## config.mk

```make
export PLATFORM = sky130hd
export DESIGN_NAME = hcla_adder
export DESIGN_NICKNAME = d
export VERILOG_FILES = /design/src/rtl/cla_pkg.sv /design/src/rtl/cla_bit_cell.sv /design/src/rtl/cla_lookahead.sv /design/src/rtl/hcla_adder.sv
export SDC_FILE = /design/constraint.sdc
export NUM_CORES = 1
export LEC_CHECK = 0
export ABC_CLOCK_PERIOD_IN_PS = 6300
export BUFFER_PORTS_ARGS = -buffer_cell sky130_fd_sc_hd__buf_4
export CAP_MARGIN = 20
export CORE_ASPECT_RATIO = 0.9
export CORE_MARGIN = 2
export CORE_UTILIZATION = 50
export DETAILED_ROUTE_END_ITERATION = 8
export GPL_TIMING_DRIVEN = 1
export PLACE_DENSITY = 0.93
export SYNTH_ARGS = -nofsm -noshare
export SYNTH_HDL_FRONTEND = slang
export SYNTH_SLANG_ARGS = --single-unit
```

## constraint.sdc

```tcl
create_clock -name vclk -period 6.3
set_clock_uncertainty 0.15 [all_clocks]
set_input_delay 0.945 -clock vclk [all_inputs]
set_output_delay 0.945 -clock vclk [all_outputs]
set_load 0.03 [all_outputs]
```

## src/rtl/cla_pkg.sv

```systemverilog
package cla_pkg;

   // fan-in of one lookahead unit
   localparam int GRP = 4;

   // number of signals present at tree level k for a w-bit adder
   function automatic int lvl_width(input int w, input int k);
      int n;
      n = w;
      for (int i = 0; i < k; i++) begin
         n = (n + GRP - 1) / GRP;
      end
      return n;
   endfunction

   // number of lookahead levels needed to reduce w signals to one
   function automatic int num_levels(input int w);
      int n;
      int l;
      n = w;
      l = 0;
      while (n > 1) begin
         n = (n + GRP - 1) / GRP;
         l++;
      end
      return l;
   endfunction

endpackage

```

## src/rtl/cla_bit_cell.sv

```systemverilog
module cla_bit_cell (
   input  logic a_i,
   input  logic b_i,
   input  logic c_i,
   output logic p_o,
   output logic g_o,
   output logic s_o
);

   always_comb begin
      p_o = a_i ^ b_i;
      g_o = a_i & b_i;
      s_o = p_o ^ c_i;
   end

   // a bit either passes a carry on or creates one, never both
   always_comb begin
      p_cell_excl_r2: assert (!(p_o && g_o))
         else $error("bit cell reports propagate and generate together");
   end

endmodule

```

## src/rtl/cla_lookahead.sv

```systemverilog
module cla_lookahead #(
   parameter int N = 4
) (
   input  logic [N-1:0] p_i,
   input  logic [N-1:0] g_i,
   input  logic         c_i,
   output logic [N-1:0] c_o,
   output logic         gp_o,
   output logic         gg_o
);

   if (N < 1 || N > cla_pkg::GRP) begin : g_bad_fanin
      $error("cla_lookahead: fan-in N out of range");
   end

   // two-level carries: each c_o[i] is an OR of product terms only
   always_comb begin
      logic acc;
      logic term;
      c_o[0] = c_i;
      for (int i = 1; i < N; i++) begin
         acc = 1'b0;
         for (int j = 0; j < i; j++) begin
            term = g_i[j];
            for (int m = j + 1; m < i; m++) begin
               term = term & p_i[m];
            end
            acc = acc | term;
         end
         term = c_i;
         for (int m = 0; m < i; m++) begin
            term = term & p_i[m];
         end
         c_o[i] = acc | term;
      end
   end

   // group pair handed to the parent level
   always_comb begin
      logic acc;
      logic term;
      acc = 1'b0;
      for (int j = 0; j < N; j++) begin
         term = g_i[j];
         for (int m = j + 1; m < N; m++) begin
            term = term & p_i[m];
         end
         acc = acc | term;
      end
      gg_o = acc;
      gp_o = &p_i;
   end

   always_comb begin
      // a group cannot both pass and create its carry
      p_group_excl_r2: assert (!(gp_o && gg_o))
         else $error("group reports propagate and generate together");
      // a fully propagating group hands the incoming carry to every child
      if (gp_o) begin
         for (int i = 0; i < N; i++) begin
            p_pass_through_r3: assert (c_o[i] == c_i)
               else $error("propagating group altered a carry");
         end
      end
      // a child that does not propagate decides the next carry alone
      for (int i = 1; i < N; i++) begin
         if (!p_i[i-1]) begin
            p_local_carry_r7: assert (c_o[i] == g_i[i-1])
               else $error("non-propagating child did not set next carry");
         end
      end
   end

endmodule

```

## src/rtl/hcla_adder.sv

```systemverilog
module hcla_adder #(
   parameter int W = 64
) (
   input  logic [W-1:0] a,
   input  logic [W-1:0] b,
   input  logic         cin,
   output logic [W-1:0] sum,
   output logic         cout
);

   localparam int GRP = cla_pkg::GRP;
   localparam int L   = cla_pkg::num_levels(W);

   // only the supported widths elaborate
   if (!(W == 16 || W == 32 || W == 64)) begin : g_bad_width
      $error("hcla_adder: W must be 16, 32 or 64");
   end

   for (genvar k = 0; k <= L; k++) begin : g_lvl
      localparam int NK = cla_pkg::lvl_width(W, k);
      logic [NK-1:0] pv;
      logic [NK-1:0] gv;
      logic [NK-1:0] cv;

      if (k == 0) begin : g_cells
         for (genvar i = 0; i < W; i++) begin : g_bit
            cla_bit_cell u_cell (
               .a_i (a[i]),
               .b_i (b[i]),
               .c_i (cv[i]),
               .p_o (pv[i]),
               .g_o (gv[i]),
               .s_o (sum[i])
            );
         end
      end else begin : g_units
         localparam int NB = cla_pkg::lvl_width(W, k - 1);
         for (genvar u = 0; u < NK; u++) begin : g_unit
            localparam int NU = ((NB - GRP * u) > GRP) ? GRP : (NB - GRP * u);
            cla_lookahead #(.N(NU)) u_la (
               .p_i  (g_lvl[k-1].pv[GRP*u +: NU]),
               .g_i  (g_lvl[k-1].gv[GRP*u +: NU]),
               .c_i  (cv[u]),
               .c_o  (g_lvl[k-1].cv[GRP*u +: NU]),
               .gp_o (pv[u]),
               .gg_o (gv[u])
            );
         end
      end

      if (k == L) begin : g_root
         assign cv[0] = cin;
      end
   end

   assign cout = g_lvl[L].gv[0] | (g_lvl[L].pv[0] & cin);

   always_comb begin
      if (a[W-1] && b[W-1]) begin
         p_msb_gen_r8: assert (cout)
            else $error("both top bits set but no carry-out");
      end
      if (!a[W-1] && !b[W-1]) begin
         p_msb_kill_r8: assert (!cout)
            else $error("both top bits clear but carry-out set");
      end
   end

endmodule

```

==> results.json, run 1 <==
{
  "vias_per_cell": 5.29,
  "p_per_area_mw_per_mm2": 150,
  "yosys_warnings": 0,
  "critPathKind": "input pin to primary output",
  "regArea_um2": 0,
  "route.detailed.drc": 0,
  "die_h_um": 80.8,
  "grt_max_degree": 6,
  "multi_input_area_mm2": 0.00276,
  "design_area_mm2": 0.00436,
  "layout.nets": 754,
  "path_max_fanout": 5,
  "nClkBuffers": 0,
  "drive_gt1_share_pct": 38.1,
  "ir_drop_mv": 0.100,
  "dpl_cell_area_mm2": 0.00436,
  "seq_cell_count": 0,
  "fmax_mhz": 186,
  "port_buffers": 194,
  "post-route-period-util_pct": 85.5,
  "cp-end-kind": "primary output",
  "post_cts_resized": 0,
  "hp-class": "input pin to primary output",
  "totalWireLength_um": 8750,
  "drt-pass1-iter-count": 6,
  "grt_pass1_vias": 3333,
  "ys_types": 34,
  "ios": 194,
  "seq_area_frac_synth_pct": 0,
  "layout_common_cells": "buf_4 (194), ha_1 (80), nor2_1 (44)",
  "synth_top_area_cell": "ha_1",
  "antenna_found_initial": 0,
  "core_mm2": 0.00622,
  "post_synth.cell_area_avg_um2": 8.25,
  "required_ps": 5200,
  "num_antenna_cells": 0,
  "rows": 27,
  "syn2layout_area_growth_pct": 33.1,
  "synth_area_mm2": 0.00327,
  "drt_iter0_markers": 59,
  "synth_top_area_share_pct": 30.6,
  "drv_cap": 0,
  "vias": 3251,
  "whs_ps": 2130,
  "status": "completed",
  "finalMaxSlewViolations": 0,
  "hold_viol": 0,
  "ant_nets": 0,
  "die_w_um": 89.3,
  "tns_ps": 0,
  "syn-num-nets": 622,
  "rsz0062_at_grt": "no",
  "grt_pass1_wl_um": 13600,
  "synth_cells": 397,
  "tightestPinTransition_ps": 668,
  "final_common_cell": "buf_4",
  "initial_utilization_pct": 52.7,
  "yosys-top-cells-area": "ha_1 (31%), buf_4 (15%), fa_1 (9.8%)",
  "setup_violations": 0,
  "n_fill_cell": 501,
  "max-slew-margin-rel_pct": 54.3,
  "grt-ovfl-total": 0,
  "ctsHoldBuffers": 0,
  "post_cts_buffers": 0,
  "p_leak_nw": 2.31,
  "wl_per_cell_um": 14.2,
  "dpl.hpwl_um": 8150,
  "finish.utilization_pct": 70.1,
  "min_period_ps": 5390,
  "routabilityCongestion": 0.899,
  "worstSetupStartpointType": "input pin",
  "worstPathArrival_ps": 4290,
  "dieArea_mm2": 0.00721,
  "grtUsageTotal_pct": 23.0
}
## worst paths after layout
path                   from      end  slack (ps)  cells past startpoint
worst min-delay path  b[44]  sum[44]        2130                      3
worst max-delay path   a[0]  sum[47]         910                     16
## cell families (layout without fill, tap and decap cells)
logic type | after synthesis | count (layout) | share of synthesized area [%]
fa+ha+maj | 96 | 96 | 40.4
buf+inv | 73 | 203 | 15.7
xor+xnor | 32 | 32 | 8.56
simple gates | 97 | 97 | 14.0
compound gates | 99 | 99 | 21.4
## through the flow
step / cells / power (W) / setup slack (ps)
6_report: 614 / 0.000655 / 913
4_1_cts: 614 / 0.000657 / 920
3_5_place_dp: 614 / 0.000655 / 928
2_1_floorplan: 397 / 0.000521 / 1390
3_3_place_gp: 614 / 0.000638 / 1050
5_1_grt: 614 / 0.000704 / 631
## cells in the mapped netlist, types with 3 or more instances
cell      n
a21o_1   20
a21oi_1  19
buf_4    64
fa_1     16
ha_1     80
inv_1     9
nand2_1  10
nand4_1  11
nor2_1   44
nor2b_1   3
nor3_1   19
o21a_1   32
o21ai_0   7
o21ai_1   6
o31ai_1   3
xnor2_1  17
xor2_1   15
## critical path: stages
cell	delay, ps
buf_4	110
ha_1	320
a211oi_2	270
o21ai_1	120
a21o_1	210
a221o_1	430
a2111oi_4	380
nor2_1	170
a21boi_2	180
o21ai_1	110
ha_1	220
o21a_1	180
o21a_1	200
nor2_1	120
xnor2_1	140
buf_4	180
## cell type report
type,count,share of cell area (%)
inverter,9,0.775
tap,87,2.50
timing repair buffer,194,33.4
multi-input combinational,324,63.3
## power by group
group	internal [W]	switching (W)	total, W
logic	0.000278	0.000377	0.000655
clock network	0	0	0
registers	0	0	0
## routing by layer
metal / wire, um / global-route usage [%] / vias up
met5: 0 / 0 / -
met4: 233 / 6.42 / 0
met3: 595 / 3.25 / 24
met2: 4850 / 47.8 / 121
met1: 3070 / 23.0 / 1487
li1: - / - / 1619
No activity file was read; power rests on OpenSTA's default activity.
==> run 2: changes to the inputs <==
--- a/config.mk
+++ b/config.mk
@@ -10,10 +10,11 @@
 export CAP_MARGIN = 20
 export CORE_ASPECT_RATIO = 0.9
 export CORE_MARGIN = 2
-export CORE_UTILIZATION = 50
+export CORE_UTILIZATION = 48
 export DETAILED_ROUTE_END_ITERATION = 8
 export GPL_TIMING_DRIVEN = 1
-export PLACE_DENSITY = 0.93
+export PLACE_DENSITY = 0.94
 export SYNTH_ARGS = -nofsm -noshare
 export SYNTH_HDL_FRONTEND = slang
+export SYNTH_HIERARCHICAL = 1
 export SYNTH_SLANG_ARGS = --single-unit
==> run 2 against run 1 <==
Net effect: die area down 11%; non-clock buffer count unchanged; critical path depth decreased by 2; wire length increased by 2.4%; combinational power is 6.0% higher; worst hold slack lost 1.8 ps; via count increased by 6.2%; first-iteration DRC count increased by 15%; critical path type unchanged.
==> results.json, run 2 <==
{
  "regArea_um2": 0,
  "hold-path-endpoint": "sum[0]",
  "die_w_um": 84.3,
  "synth_area_mm2": 0.00279,
  "required_ps": 5200,
  "drt_iter0_markers": 68,
  "ctsHoldBuffers": 0,
  "p_leak_nw": 2.30,
  "cp-end-kind": "primary output",
  "initial_utilization_pct": 49.5,
  "ys_types": 10,
  "hp-class": "input pin to primary output",
  "grt_pass1_wl_um": 14800,
  "rows": 26,
  "dp_cells": 645,
  "post_cts_buffers": 0,
  "wl_per_cell_um": 13.9,
  "tightestPinTransition_ps": 509,
  "grt_max_degree": 6,
  "die_h_um": 76.3,
  "instances_no_fill": 645,
  "port_buffers": 194,
  "route.detailed.drc": 0,
  "yosys_warnings": 6,
  "layout.nets": 770,
  "preCtsSetupSlack_ps": 1220,
  "seq_area_frac_synth_pct": 0,
  "tns_ps": 0,
  "max-slew-margin-rel_pct": 65.7,
  "syn2layout_area_growth_pct": 49.7,
  "status": "completed",
  "vias_per_cell": 5.35,
  "totalWireLength_um": 8960,
  "hold_start": "cin",
  "dpl.hpwl_um": 8120,
  "grtUsageTotal_pct": 26.4,
  "antenna_found_initial": 0,
  "syn-num-nets": 595,
  "synth_top_area_share_pct": 28.7,
  "setup_slack_ps": 1200,
  "seq_cell_count": 0,
  "p_per_area_mw_per_mm2": 166,
  "layout_common_cells": "buf_4 (194), xor2_1 (64), ha_1 (64)",
  "grt_pass1_vias": 3529,
  "ir_drop_mv": 0.119,
  "post_cts_resized": 0,
  "grt-ovfl-total": 0,
  "drt-pass1-iter-count": 5,
  "whs_ps": 2130,
  "synth_cells": 402,
  "hold_depth": 3,
  "worstPathArrival_ps": 4000,
  "min_period_ps": 5100,
  "vias": 3451,
  "core_mm2": 0.00563,
  "synth_top_area_cell": "ha_1",
  "drive_gt1_share_pct": 41.0,
  "critPathKind": "input pin to primary output",
  "ant_nets": 0,
  "worstSetupStartpointType": "input pin",
  "drv_cap": 0,
  "dieArea_mm2": 0.00643,
  "yosys-top-cells-area": "ha_1 (29%), xor2_1 (20%), a21oi_1 (11%)",
  "finalMaxSlewViolations": 0,
  "post-route-period-util_pct": 80.9,
  "final_common_cell": "buf_4",
  "num_antenna_cells": 0,
  "fmax_mhz": 196,
  "post_synth.cell_area_avg_um2": 6.93,
  "routabilityCongestion": 0.903,
  "setup_violations": 0,
  "nClkBuffers": 0,
  "ys_top_cells_by_count": "ha_1 (64), xor2_1 (64), a21oi_1 (63), nand2_1 (63), o21ai_0 (42)",
  "path_max_fanout": 4,
  "rsz0062_at_grt": "no",
  "hold_viol": 0,
  "ios": 194
}
-- run 2: logic make-up after synthesis --
group	synth area share (%)
AO/OA/AOI/OAI	31.4
AND/OR/NAND/NOR	11.3
XOR/XNOR	20.1
adder cells (fa/ha/maj)	28.7
buffers and inverters	8.48
-- run 2: layout make-up --
cell class | count | area, um^2
multi-input cells | 360 | 2550
repair buffers | 194 | 1460
fillers | 445 | 1450
well taps | 70 | 87.6
inverters | 21 | 78.8
-- run 2: power by group --
part / internal (W) / switching, W
clock network: 0 / 0
logic: 0.000279 / 0.000415
registers: 0 / 0
-- run 2: layer usage --
layer / GRT usage, % / routed length (um) / up-vias
li1: - / - / 1735
met1: 28.2 / 3380 / 1541
met2: 53.0 / 4710 / 147
met3: 3.47 / 602 / 28
met4: 7.30 / 267 / 0
met5: 0 / 0 / -
-- run 2: critical path: stages --
cell and delay (ps):
buf_4 110, ha_1 340, a21oi_1 80, o21ai_0 390, a21oi_1 80, o21ai_0 330, a21oi_2 70, o21ai_0 450
a21oi_2 130, o21ai_0 350, a21oi_2 120, o21ai_0 240, xor2_1 170, buf_4 180
-- run 2: how the worst max path moves through the flow --
| stage | start | cells after the start | slack (ps) | endpoint |
|---|---|---|---|---|
| after global routing | a[7] | 14 | 810 | sum[63] |
| final | a[5] | 14 | 1200 | sum[63] |
| after CTS | a[5] | 14 | 1200 | sum[63] |
| after global placement | a[5] | 14 | 1330 | sum[63] |
| after detailed placement | a[5] | 14 | 1220 | sum[63] |
| after floorplan | a[1] | 15 | 1810 | sum[42] |
-- run 2: metrics by stage --
step	total power, W	util [%]	area [um^2]
2_1_floorplan	0.000455	-	2790
3_3_place_gp	0.000675	74.2	4170
3_5_place_dp	0.000692	74.2	4170
4_1_cts	0.000694	74.2	4170
5_1_grt	0.000743	74.2	4170
6_report	0.000694	74.2	4170
==> run 3: changes to the inputs <==
--- a/config.mk
+++ b/config.mk
@@ -5,7 +5,8 @@
 export SDC_FILE = /design/constraint.sdc
 export NUM_CORES = 1
 export LEC_CHECK = 0
-export ABC_CLOCK_PERIOD_IN_PS = 6300
+export ABC_AREA = 1
+export ABC_CLOCK_PERIOD_IN_PS = 4830
 export BUFFER_PORTS_ARGS = -buffer_cell sky130_fd_sc_hd__buf_4
 export CAP_MARGIN = 20
 export CORE_ASPECT_RATIO = 0.9
@@ -13,7 +14,7 @@
 export CORE_UTILIZATION = 48
 export DETAILED_ROUTE_END_ITERATION = 8
 export GPL_TIMING_DRIVEN = 1
-export PLACE_DENSITY = 0.94
+export PLACE_DENSITY = 0.88
 export SYNTH_ARGS = -nofsm -noshare
 export SYNTH_HDL_FRONTEND = slang
 export SYNTH_HIERARCHICAL = 1
==> constraint.sdc (replaced) <==
create_clock -name vclk -period 4.83
set_clock_uncertainty 0.15 [all_clocks]
set_input_delay 0.7245 -clock vclk [all_inputs]
set_output_delay 0.7245 -clock vclk [all_outputs]
set_load 0.03 [all_outputs]
==> run 3 against run 2 <==
Net effect: via count increased by 43%; global-route usage fell by 1.2 points; critical path depth rose by 4; non-clock buffer count stayed put; die area up 28%.
==> results.json, run 3 <==
{
  "drt-pass1-iter-count": 4,
  "die_w_um": 95.5,
  "synth_top_area_cell": "nand2_1",
  "ios": 194,
  "die_h_um": 86.3,
  "post-route-period-util_pct": 85.2,
  "layout.nets": 1091,
  "tns_ps": 0,
  "seq_area_frac_synth_pct": 0,
  "finalMaxSlewViolations": 0,
  "hold_viol": 0,
  "post_cts_resized": 0,
  "worstPathArrival_ps": 3240,
  "seq_cell_count": 0,
  "rows": 30,
  "ctsHoldBuffers": 0,
  "regArea_um2": 0,
  "worst_path_most_repeated_cell": "nand2_1",
  "ys_top_cells_by_count": "nand2_1 (320), inv_1 (129), ha_1 (64)",
  "grt-ovfl-total": 0,
  "ir_drop_mv": 0.0981,
  "totalWireLength_um": 11000,
  "dieArea_mm2": 0.00824,
  "grt_pass1_vias": 4503,
  "grt_pass1_wl_um": 17700,
  "critPathKind": "input pin to primary output",
  "path_max_fanout": 8,
  "routabilityCongestion": 0.862,
  "num_antenna_cells": 0,
  "initial_utilization_pct": 48.7,
  "layout_common_cells": "nand2_1 (320), buf_4 (194), inv_1 (129)",
  "path_cells": "buf_4, ha_1, nand2_1, nor2_1, a21oi_1, o21ai_1, nand3_1, nand2_1, nor2_1, nand2_1, nand4_1, nand2_1, nand4_1, nand2_1, inv_1, nand2_1, nand2_1, buf_4",
  "required_ps": 3960,
  "hp-class": "input pin to primary output",
  "dpl.hpwl_um": 9740,
  "dp_cells": 992,
  "syn2layout_area_growth_pct": 39.2,
  "post_cts_buffers": 0,
  "ant_nets": 0,
  "synth_cells": 723,
  "synth_top_area_share_pct": 33.2,
  "p_leak_nw": 3.40,
  "status": "completed",
  "worstSetupStartpointType": "input pin",
  "power_w": 0.000888,
  "antenna_found_initial": 0,
  "p_per_area_mw_per_mm2": 176,
  "rsz0062_at_grt": "no",
  "design_area_mm2": 0.00503,
  "syn-num-nets": 916,
  "min_period_ps": 4110,
  "port_buffers": 194,
  "fmax_mhz": 243,
  "max_stage_delay_ps": 370,
  "drv_cap": 0,
  "grt_max_degree": 13,
  "dpl_cell_area_mm2": 0.00503,
  "tightestPinTransition_ps": 357,
  "cpMaxStageDelayCell": "ha_1",
  "yosys_warnings": 6,
  "synth_area_mm2": 0.00362,
  "grtUsageTotal_pct": 25.2,
  "nClkBuffers": 0,
  "drt_iter0_markers": 124,
  "finish.utilization_pct": 67.7,
  "post_synth.cell_area_avg_um2": 5.00,
  "synth_most_common_cell": "nand2_1",
  "wl_per_cell_um": 11.1,
  "max-slew-margin-rel_pct": 76.1,
  "vias_per_cell": 4.96,
  "yosys-top-cells-area": "nand2_1 (33%), ha_1 (22%), inv_1 (13%)",
  "setup_violations": 0,
  "vias": 4920,
  "instances_no_fill": 992,
  "route.detailed.drc": 0,
  "final_common_cell": "nand2_1",
  "drive_gt1_share_pct": 21.7,
  "ys_types": 10,
  "core_mm2": 0.00743,
  "cp-end-kind": "primary output"
}
-- run 3: cell families after synthesis --
group / share of synthesized area (%)
buffers and inverters: 17.8
adder cells (fa/ha/maj): 22.1
AO/OA/AOI/OAI: 13.1
AND/OR/NAND/NOR: 47.0
-- run 3: critical path: cells and delay by family --
family | cells | cell delay [ps]
adders and majority gates | 1 | 370
and+or+nand+nor | 12 | 1440
AOI/OAI and AO/OA | 2 | 400
buffers and inverters | 3 | 310
-- run 3: worst paths after layout --
path	cells past startpoint	from	endpoint
max	18	a[6]	sum[63]
min	4	cin	cout
-- run 3: metrics by stage --
step	setup WS (ps)	hold WS, ps
2_1_floorplan	1370	1510
3_3_place_gp	822	1720
3_5_place_dp	754	1730
4_1_cts	743	1720
5_1_grt	479	1750
6_report	716	1730
-- run 3: layer usage --
metal	vias up	GRT usage (%)	part of all wire [%]
li1	2615	-	-
met1	2124	28.9	41
met2	153	49.6	50
met3	28	2.52	6.7
met4	0	5.19	2.3
met5	-	0	0
-- run 3: where the power goes --
group | total, W | leakage, nW | switching (W) | internal [W]
clock network | 0 | 0 | 0 | 0
logic | 0.000888 | 3.40 | 0.000544 | 0.000344
registers | 0 | 0 | 0 | 0
-- run 3: cell type report --
| type | count | area, um^2 |
|---|---|---|
| multi-input cells | 573 | 2970 |
| inverters | 129 | 484 |
| repair buffers | 194 | 1460 |
| well taps | 96 | 120 |
| fillers | 715 | 2400 |
